### config.mk
export PLATFORM = sky130hd
export DESIGN_NAME = io_bus_sequencer
export DESIGN_NICKNAME = d
export VERILOG_FILES = /design/src/rtl/io_seq_pkg.sv /design/src/rtl/io_seq_fsm.sv /design/src/rtl/io_seq_dir_latch.sv /design/src/rtl/io_seq_decode.sv /design/src/rtl/io_bus_sequencer.sv
export SDC_FILE = /design/constraint.sdc
export NUM_CORES = 1
export LEC_CHECK = 0
export BUFFER_PORTS_ARGS = -buffer_cell sky130_fd_sc_hd__buf_4
export CAP_MARGIN = 10
export CORE_AREA = 2 2 39 41
export DETAILED_ROUTE_END_ITERATION = 12
export DIE_AREA = 0 0 41 43
export GPL_TIMING_DRIVEN = 0
export PLACE_DENSITY = 0.43
export SYNTH_ARGS = -nofsm -noshare
export SYNTH_HDL_FRONTEND = slang
export SYNTH_SLANG_ARGS = --single-unit
### constraint.sdc
create_clock -name clk -period 1.25 [get_ports clk]
set_input_delay 0.125 -clock clk [delete_from_list [all_inputs] [get_ports clk]]
set_output_delay 0.125 -clock clk [all_outputs]
set_load 0.02 [all_outputs]
### src/rtl/io_seq_pkg.sv
package io_seq_pkg;

    typedef enum logic [2:0] {
        ST_IDLE_A  = 3'd0,
        ST_IDLE_B  = 3'd1,
        ST_FETCH   = 3'd2,
        ST_COMMAND = 3'd3,
        ST_RELEASE = 3'd4,
        ST_TRAIL   = 3'd5
    } seq_state_e;

    function automatic logic is_idle(input seq_state_e s);
        return (s == ST_IDLE_A) || (s == ST_IDLE_B);
    endfunction

endpackage

### src/rtl/io_seq_fsm.sv
module io_seq_fsm
    import io_seq_pkg::*;
(
    input  logic       clk,
    input  logic       rst_n,
    input  logic       req_valid,
    output seq_state_e state,
    output logic       accept
);

    seq_state_e state_nxt;

    assign accept = is_idle(state) && req_valid;

    always_ff @(posedge clk or negedge rst_n) begin
        if (!rst_n) begin
            state <= ST_IDLE_A;
        end else begin
            state <= state_nxt;
        end
    end

    always_comb begin
        state_nxt = state;
        unique case (state)
            ST_IDLE_A:  state_nxt = req_valid ? ST_FETCH : ST_IDLE_B;
            ST_IDLE_B:  state_nxt = req_valid ? ST_FETCH : ST_IDLE_A;
            ST_FETCH:   state_nxt = ST_COMMAND;
            ST_COMMAND: state_nxt = ST_RELEASE;
            ST_RELEASE: state_nxt = ST_TRAIL;
            ST_TRAIL:   state_nxt = ST_IDLE_A;
            default:    state_nxt = ST_IDLE_A;
        endcase
    end

endmodule

### src/rtl/io_seq_dir_latch.sv
module io_seq_dir_latch (
    input  logic clk,
    input  logic rst_n,
    input  logic accept,
    input  logic req_is_write,
    output logic is_write
);

    always_ff @(posedge clk or negedge rst_n) begin
        if (!rst_n) begin
            is_write <= 1'b0;
        end else if (accept) begin
            is_write <= req_is_write;
        end
    end

endmodule

### src/rtl/io_seq_decode.sv
module io_seq_decode
    import io_seq_pkg::*;
#(
    parameter int unsigned CMD_W    = 4,
    parameter int unsigned CMD_NOOP = 15,
    parameter int unsigned CMD_IORD = 5,
    parameter int unsigned CMD_IOWR = 7
) (
    input  seq_state_e       state,
    input  logic             is_write,
    output logic             addr_fetch,
    output logic             refresh_req,
    output logic             seq_done,
    output logic             force_slave,
    output logic             force_idle,
    output logic             addr_drive,
    output logic             wdata_drive_dly,
    output logic             ram_load_left,
    output logic             bus_release,
    output logic             xfer_complete,
    output logic             suppress_sample,
    output logic             ram_to_pdata,
    output logic [CMD_W-1:0] bus_cmd
);

    localparam logic [CMD_W-1:0] NOOP_CODE = CMD_W'(CMD_NOOP);
    localparam logic [CMD_W-1:0] RD_CODE   = CMD_W'(CMD_IORD);
    localparam logic [CMD_W-1:0] WR_CODE   = CMD_W'(CMD_IOWR);

    always_comb begin
        addr_fetch      = 1'b0;
        refresh_req     = 1'b0;
        seq_done        = 1'b0;
        force_slave     = 1'b0;
        force_idle      = 1'b0;
        addr_drive      = 1'b0;
        wdata_drive_dly = 1'b0;
        ram_load_left   = 1'b0;
        bus_release     = 1'b0;
        xfer_complete   = 1'b0;
        suppress_sample = 1'b0;
        ram_to_pdata    = 1'b0;
        bus_cmd         = NOOP_CODE;
        unique case (state)
            ST_IDLE_A, ST_IDLE_B: begin
                addr_fetch  = 1'b1;
                refresh_req = 1'b1;
                seq_done    = 1'b1;
            end
            ST_FETCH: begin
                addr_fetch = 1'b1;
            end
            ST_COMMAND: begin
                bus_cmd         = is_write ? WR_CODE : RD_CODE;
                addr_drive      = 1'b1;
                seq_done        = 1'b1;
                force_slave     = 1'b1;
                force_idle      = 1'b1;
                refresh_req     = 1'b1;
                ram_load_left   = is_write;
                wdata_drive_dly = is_write;
            end
            ST_RELEASE: begin
                refresh_req     = 1'b1;
                bus_release     = 1'b1;
                xfer_complete   = 1'b1;
                suppress_sample = 1'b1;
                ram_to_pdata    = !is_write;
            end
            ST_TRAIL: begin
                refresh_req     = 1'b1;
                suppress_sample = 1'b1;
                seq_done        = 1'b1;
            end
            default: begin
                bus_cmd = NOOP_CODE;
            end
        endcase
    end

endmodule

### src/rtl/io_bus_sequencer.sv
module io_bus_sequencer
    import io_seq_pkg::*;
#(
    parameter int unsigned CMD_W    = 4,
    parameter int unsigned CMD_NOOP = 15,
    parameter int unsigned CMD_IORD = 5,
    parameter int unsigned CMD_IOWR = 7
) (
    input  logic             clk,
    input  logic             rst_n,
    input  logic             req_valid,
    input  logic             req_is_write,
    output logic             addr_fetch,
    output logic             refresh_req,
    output logic             seq_done,
    output logic             force_slave,
    output logic             force_idle,
    output logic             addr_drive,
    output logic             wdata_drive_dly,
    output logic             ram_load_left,
    output logic             bus_release,
    output logic             xfer_complete,
    output logic             suppress_sample,
    output logic             ram_to_pdata,
    output logic [CMD_W-1:0] bus_cmd
);

    seq_state_e state;
    logic       accept;
    logic       is_write;

    io_seq_fsm i_fsm (
        .clk       (clk),
        .rst_n     (rst_n),
        .req_valid (req_valid),
        .state     (state),
        .accept    (accept)
    );

    io_seq_dir_latch i_dir (
        .clk          (clk),
        .rst_n        (rst_n),
        .accept       (accept),
        .req_is_write (req_is_write),
        .is_write     (is_write)
    );

    io_seq_decode #(
        .CMD_W    (CMD_W),
        .CMD_NOOP (CMD_NOOP),
        .CMD_IORD (CMD_IORD),
        .CMD_IOWR (CMD_IOWR)
    ) i_dec (
        .state           (state),
        .is_write        (is_write),
        .addr_fetch      (addr_fetch),
        .refresh_req     (refresh_req),
        .seq_done        (seq_done),
        .force_slave     (force_slave),
        .force_idle      (force_idle),
        .addr_drive      (addr_drive),
        .wdata_drive_dly (wdata_drive_dly),
        .ram_load_left   (ram_load_left),
        .bus_release     (bus_release),
        .xfer_complete   (xfer_complete),
        .suppress_sample (suppress_sample),
        .ram_to_pdata    (ram_to_pdata),
        .bus_cmd         (bus_cmd)
    );

endmodule

==> results by group, run 1 <==
Run status
  – Status: complete, but fails checks
  – Violated checks: setup timing

Floorplanning
  – Die ar.: 0.00176 sq mm
  – Number of cell rows: 14
  – IO Pins: 20
  – Die H: around 43 um
  – Core ar.: 0.00138 sq mm
  – Initial Util: 20.2%
  – Die X: around 41 um

Synth
  – Yosys top cell area share: 35.9%
  – Cells after synthesis: 31
  – Area leader, netlist: dfrtp_1
  – Flops & latches, synth: 4
  – Post-Syn Area per Cell: 9.00 sq um
  – Synth warn: 0
  – Library cells used by synthesis: 17
  – Seq/Total Area, Yosys: between 30 and 40%
  – Top cells by area, synth: dfrtp_1, buf_4, nand2b_1
  – Post-Syn Area: roughly 280 sq um

Clock network
  – Clk Latency, worst-skew pair: roughly 230 ps
  – H-tree depth: 1
  – CTS tree: built
  – Clk buf depth: 2
  – Clk root buf: clkbuf_4
  – Num CTS Buffers: 3
  – Sink Count: 4
  – Worst-path clk slew: 30 ps

STA
  – Finish-stage setup viols: 14
  – Fin. Hold Viols: 0
  – Max Freq: 680 MHz
  – Worst Clk Skew: 1.44 ps
  – Unrepaired setup endpoints after global routing: true
  – Tcrit/Tclk final: 118%
  – Final worst slack: -220 ps
  – Fin crit period: 1470 ps
  – Max-slew violations: 0

Pwr
  – Logic pwr share: 71.7%
  – Switching power: around 0.63 mW
  – Pint: 0.874 mW
  – Leak: between 0.2 and 0.3 nW
  – Worst vdd ir: roughly 0.0012 V
  – Power per standard cell area: 2710 mW/mm^2
  – Sw Share: 41.9%
  – Flop pwr share: 18.3%
  – Clock share of power: 10.1%

Layout
  – Synth-to-layout area growth: 98.7%
  – Final Util: 40.1%
  – Commonest non-fill, non-tap cell in the layout: buf_6
  – Nets: 62
  – Commonest non-fill, non-tap cells in the layout: buf_6, buf_4, clkbuf_4, dfrtp_1
  – Proportion of layout cells with a drive suffix above 1: 67.9%
  – Diodes inserted: 0

Global routing
  – Largest net degree at the start of global routing: 9
  – Initial antenna violation count: 0
  – Number of global-route vias before repair: 246
  – Met3 usage: 3.14%
  – Global route hottest layer: met1
  – Total congestion overflow: 0
  – First-pass GRT wire length: 972 um
  – GR Util met1: a little under an eighth
  – Total GRT Usage: under 10%
  – M2 GR Usage: 10.3%

Min path
  – Hold_sp: req_valid
  – Hold EP: i_fsm.state[1]
  – Hold Crit Depth: 2
  – Hold Path Class: in2reg

Worst setup path
  – R2r endpoint: i_dir.is_write
  – Setup crit end kind: output pin
  – Reg-to-reg startpoint: i_fsm.state[1]
  – R2R cell count: 4
  – Worst setup SP type: register
  – Worst-path fanout max: 6
  – WP data arrival: 1350 ps
  – Required @ worst endpoint: around 1100 ps
  – Setup Crit Path Kind: reg2out
  – Reg2reg setup slack: -110 ps

Detailed routing
  – Routed WL per cell: 7.81 um
  – DR vias: 273
  – Routed wire length: 562 um
  – Routed vias/inst: 3.79
  – Drt pass-1 iters: 2
  – DRT iter0 DRCs: 2
  – Final ANT Viol Nets: 0
  – DRC viols: 0

Flow run
  – Max-cap viol count: 0

Place
  – Pre-CTS setup slack: -115 ps
  – GPL Wtd Cong: 0.676
  – HPWL after detailed placement: 462 um
  – Port Buffers: 17
==> area by class of cell <==
| cell class | count | area (sq um) |
|---|---|---|
| Timing Repair Buffer | 22 | 209 |
| Tap cell | 16 | 20.0 |
| Sequential cell | 4 | 101 |
| Fill cell | 143 | 830 |
| Buffer | 6 | 60.1 |
| Multi-Input combinational cell | 18 | 130 |
| Clock buffer | 3 | 22.5 |
| Inverter | 3 | 11.3 |
==> Yosys cell counts <==
master	number
buf_4	6
dfrtp_1	4
inv_1	3
a21oi_1	2
nand2_1	2
nand2b_1	2
nor2b_1	2
a211oi_1	1
buf_6	1
conb_1	1
mux2_2	1
nand3b_1	1
nor2_1	1
nor2_2	1
nor3b_2	1
o21a_1	1
or3b_1	1
==> power groups by stage <==
stage | Combinational (mW) | Sequential [mW] | Clock [mW]
global route | 1.16 | 0.288 | 0.170
CTS | 1.11 | 0.257 | 0.161
global placement | 0.919 | 0.256 | 0
detailed placement | 0.927 | 0.258 | 0
floorplan | 0.616 | 0.245 | 0
finish | 1.08 | 0.275 | 0.151
==> how the worst max path moves through the flow <==
| stage | startpoint | endpoint | slack, ps | depth (start not counted) |
|---|---|---|---|---|
| global route | i_fsm.state[2] | wdata_drive_dly | -290 | 4 |
| detailed placement | i_fsm.state[1] | xfer_complete | -110 | 5 |
| finish | i_fsm.state[0] | xfer_complete | -220 | 4 |
| global placement | i_fsm.state[1] | xfer_complete | -100 | 5 |
| CTS | i_fsm.state[1] | xfer_complete | -250 | 5 |
| floorplan | i_fsm.state[2] | wdata_drive_dly | -120 | 3 |
==> what timing repair did <==
item	CTS	global route
hold buffers	1	0
resized for setup	11	4
endpoints found under the setup margin	11	15
pin swaps	2	1
hold endpoints to repair	4	0
buffers inserted	4	0
==> metal layers <==
| layer | routed length (um) | vias up |
|---|---|---|
| li1 | - | 143 |
| met1 | 232 | 122 |
| met4 | 0 | 0 |
| met3 | 36 | 0 |
| met2 | 293 | 8 |
| met5 | 0 | - |
==> metrics by stage <==
stage | TNS, ps | area, sq um | std cells | hold slack, ps | total power, mW
floorplan | -368 | 302 | 32 | -171 | 0.861
global placement | -194 | 449 | 65 | -78.7 | 1.18
detailed placement | -251 | 449 | 65 | -77.8 | 1.19
CTS | -2580 | 552 | 73 | 122 | 1.53
global route | -3050 | 554 | 72 | 128 | 1.61
finish | -1960 | 554 | 72 | 126 | 1.50
==> worst max-delay path, stage by stage, from the launching register on <==
cell	delay [ps]
dfrtp_1	420
or3b_4	430
inv_2	90
buf_6	90
buf_6	100
==> flip-flops by register name, summed over array words and instances (netlist names) <==
| name | cells |
|---|---|
| i_dir.is_write | 1 |
| i_fsm.state | 3 |
==> kinds of logic after synthesis <==
| kind of cell | synth area share (%) |
|---|---|
| buf+inv | 24.2 |
| flops | 35.9 |
| simple gates | 25.6 |
| other cells | 1.34 |
| compound gates | 8.97 |
| mux | 4.04 |
No activity file was read; power rests on OpenSTA's default activity.
==> inputs of run 2 (changes only) <==
- PLACE_DENSITY: 0.43 -> 0.44
- SYNTH_HIERARCHICAL: not set -> 1
==> results by group, run 2 <==
Clock network
  – Num CTS Buffers: 3 (unchanged)
  – Sink Count: 4 (unchanged)
  – Clk Latency, worst-skew pair: 230 ps (about the same)
  – Clk buf depth: 2 (unchanged)
  – H-tree depth: 1 (unchanged)
  – Worst-path clk slew: 40 ps (about the same)
  – Clk root buf: clkbuf_4
  – CTS tree: built

Synth
  – Post-Syn Area: 294 sq um (+5.4%)
  – Cells after synthesis: 33 (+6.5%)
  – Synth Area in Simple Gates: 27.2% (+1.7 points)
  – Compound-Gate Fraction of Synth Area: 13.2% (+4.2 points)
  – Yosys top cell area share: 34.0% (-1.8 points)
  – FFs w/ async S/R, synth: 100% (unchanged)
  – Post-Synth XOR/XNOR Area: 0% (unchanged)
  – Number of flops mapped to enable cells by yosys: 0 (unchanged)
  – Post-synthesis adder-cell area fraction: 0% (unchanged)
  – Flops & latches, synth: 4 (unchanged)
  – Main combinational cell family by area after synthesis: simple AND/OR/NAND/NOR gates
  – Top cells by area, synth: dfrtp_1, buf_4, nor3b_2
  – Post-Syn Area per Cell: 8.91 sq um (-1.0%)
  – Ys flop type: dfrtp_1
  – Seq/Total Area, Yosys: 34.0% (-1.8 points)
  – Library cells used by synthesis: 17 (unchanged)
  – Synth top cells by count: buf_4, dfrtp_1, inv_1, nor2_1
  – Synth warn: 6 (+6)
  – Top-count cell post-synth: buf_4
  – Mux contribution to synthesized area: 5.11% (+1.1 points)
  – Area leader, netlist: dfrtp_1

Worst setup path
  – Crit-path cells: nor3b_4 > and2_4 > buf_6
  – Setup crit end kind: output pin
  – Critical-path cell with the highest stage delay: dfrtp_2
  – Crit path largest cell delay: 460 ps (+30 ps)
  – WP data arrival: 1220 ps (-130 ps)
  – Setup Crit Path Kind: reg2out
  – Required @ worst endpoint: 1120 ps (about the same)
  – Worst setup SP type: register
  – Worst-path fanout max: 6 (unchanged)

Floorplanning
  – Initial Util: 21.2% (+1.1 points)
  – Core ar.: 0.00138 sq mm (unchanged)
  – IO Pins: 20 (unchanged)
  – Die H: 43 um (unchanged)
  – Die ar.: 0.00176 sq mm (unchanged)
  – Number of cell rows: 14 (unchanged)
  – Die X: 41 um (unchanged)

Pwr
  – Sw Share: 41.6% (-0.34 points)
  – Logic pwr share: 74.1% (+2.4 points)
  – Pint: 1.10 mW (+26%)
  – Worst vdd ir: 0.00129 V (+12%)
  – Flop pwr share: 16.6% (-1.7 points)
  – Clock share of power: 9.4% (-0.7 points)
  – Leak: 0.333 nW (+19%)
  – Power per standard cell area: 2830 mW/mm^2 (+4.3%)
  – Switching power: 0.783 mW (+24%)
  – Final total power: 1.88 mW (+25%)

Detailed routing
  – Final ANT Viol Nets: 0 (unchanged)
  – Routed vias/inst: 3.86 (+1.7%)
  – Routed WL per cell: 9.34 um (+20%)
  – Routed wire length: 775 um (+38%)
  – DRC viols: 0 (unchanged)
  – Drt pass-1 iters: 1 (-1)
  – DRT iter0 DRCs: 0 (-2)
  – DR vias: 320 (+17%)

Place
  – Port Buffers: 17 (unchanged)
  – Area after DPL: 470 sq um (+4.7%)
  – HPWL after detailed placement: 465 um (+0.63%)
  – Placed cells: 67 (+3.1%)
  – GPL Wtd Cong: 0.621 (-8.1%)

Layout
  – Proportion of layout cells with a drive suffix above 1: 74.6% (+6.8 points)
  – Commonest non-fill, non-tap cell in the layout: buf_4
  – Multi-input gate area: 180 sq um (+38%)
  – Max FFs per register: 3 (unchanged)
  – Finished Cell Area: 666 sq um (+20%)
  – Top reg by flops: i_fsm/state
  – FILL cells: 156 (+9.1%)
  – Commonest non-fill, non-tap cells in the layout: buf_4, buf_6, clkbuf_4, dfrtp_2
  – Synth-to-layout area growth: 126%
  – Diodes inserted: 0 (unchanged)
  – Regs by FF count: i_fsm/state (3), i_dir/is_write (1)
  – Nets: 72 (+16%)
  – Post-Layout Cell Count: 83 (+15%)
  – Reg area: 104 sq um (+2.5%)

STA
  – Max-slew violations: 0 (unchanged)
  – Fin. Hold Viols: 0 (unchanged)
  – Fin crit period: 1340 ps (-128 ps)
  – Total negative slack: -481 ps (+1480 ps)
  – Tcrit/Tclk final: 107% (-10 points)
  – Finish-stage setup viols: 9 (-5)
  – Max Freq: 745 MHz (+9.5%)
  – Worst Clk Skew: 3.95 ps (+2.51 ps)
  – Unrepaired setup endpoints after global routing: true
  – Final worst slack: -92.4 ps (+128 ps)

Global routing
  – Total GRT Usage: 9.96% (+1.9 points)
  – Initial antenna violation count: 0 (unchanged)
  – Total congestion overflow: 0 (unchanged)
  – Number of global-route vias before repair: 301 (+22%)
  – Largest net degree at the start of global routing: 8 (-1)
  – First-pass GRT wire length: 1.12 mm (+16%)

Min path
  – Hold Path Class: in2reg

Run status
  – Status: complete, but fails checks
  – Violated checks: setup timing

Flow run
  – Max-cap viol count: 0 (unchanged)
[run 2: kinds of logic after synthesis]
| group | Yosys count |
|---|---|
| AOI/OAI and AO/OA | 6 |
| buffers and inverters | 9 |
| DFF | 4 |
| muxes | 1 |
| other | 1 |
| and+or+nand+nor | 12 |
[run 2: worst paths after layout]
kind                                 from             end  slack, ps  cells past startpoint
setup / recovery           i_fsm/state[1]    ram_to_pdata        -90                      3
hold / removal               req_is_write  i_dir/is_write        120                      2
setup reg to reg           i_fsm/state[1]  i_dir/is_write        -30                      3
hold reg to reg            i_dir/is_write  i_dir/is_write        510                      1
max in group asynchronous           rst_n  i_fsm/state[0]        920                      2
min in group asynchronous           rst_n  i_fsm/state[1]        210                      2
[run 2: power by group through the flow]
stage	clock network [mW]	registers (mW)	logic, mW
floorplan	0	0.333	0.580
global placement	0	0.369	0.871
detailed placement	0	0.374	0.875
CTS	0.186	0.315	1.27
global route	0.195	0.322	1.48
finish	0.176	0.312	1.40
[run 2: layer usage]
layer  up-vias  wire, um  global-route usage (%)
li1        168         -                       -
met1       141       324                    10.7
met2        11       398                    15.0
met3         0        53                    3.14
met4         0         0                    8.00
met5         -         0                       0
[run 2: layout make-up]
cell class | instances | area share (%)
plain buffers | 6 | 7.89
clock buffers | 4 | 3.95
inverters | 3 | 2.07
multi-input cells | 21 | 27.1
flip-flops and latches | 4 | 15.6
well taps | 16 | 3.01
repair buffers | 29 | 40.4
[run 2: worst max-delay path, delay by kind of cell (launching register included)]
family | cells | cell delay [ps]
simple gates | 2 | 410
flops | 1 | 460
buf+inv | 1 | 100
[run 2: repair_timing]
item,in CTS,in global routing
buffers inserted,10,1
hold buffers,1,0
gates resized for setup,14,10
pin swaps,1,4
setup endpoints to repair,13,14
endpoints found under the hold margin,4,0
[run 2: per-stage QoR]
step	utilization [%]	worst slack (ps)	hold WS [ps]
floorplan	-	19.2	-171
global placement	34.0	26.2	-74.4
detailed placement	34.0	14.0	-74.0
CTS	45.3	-107	114
global route	48.1	-139	117
finish	48.1	-92.4	123
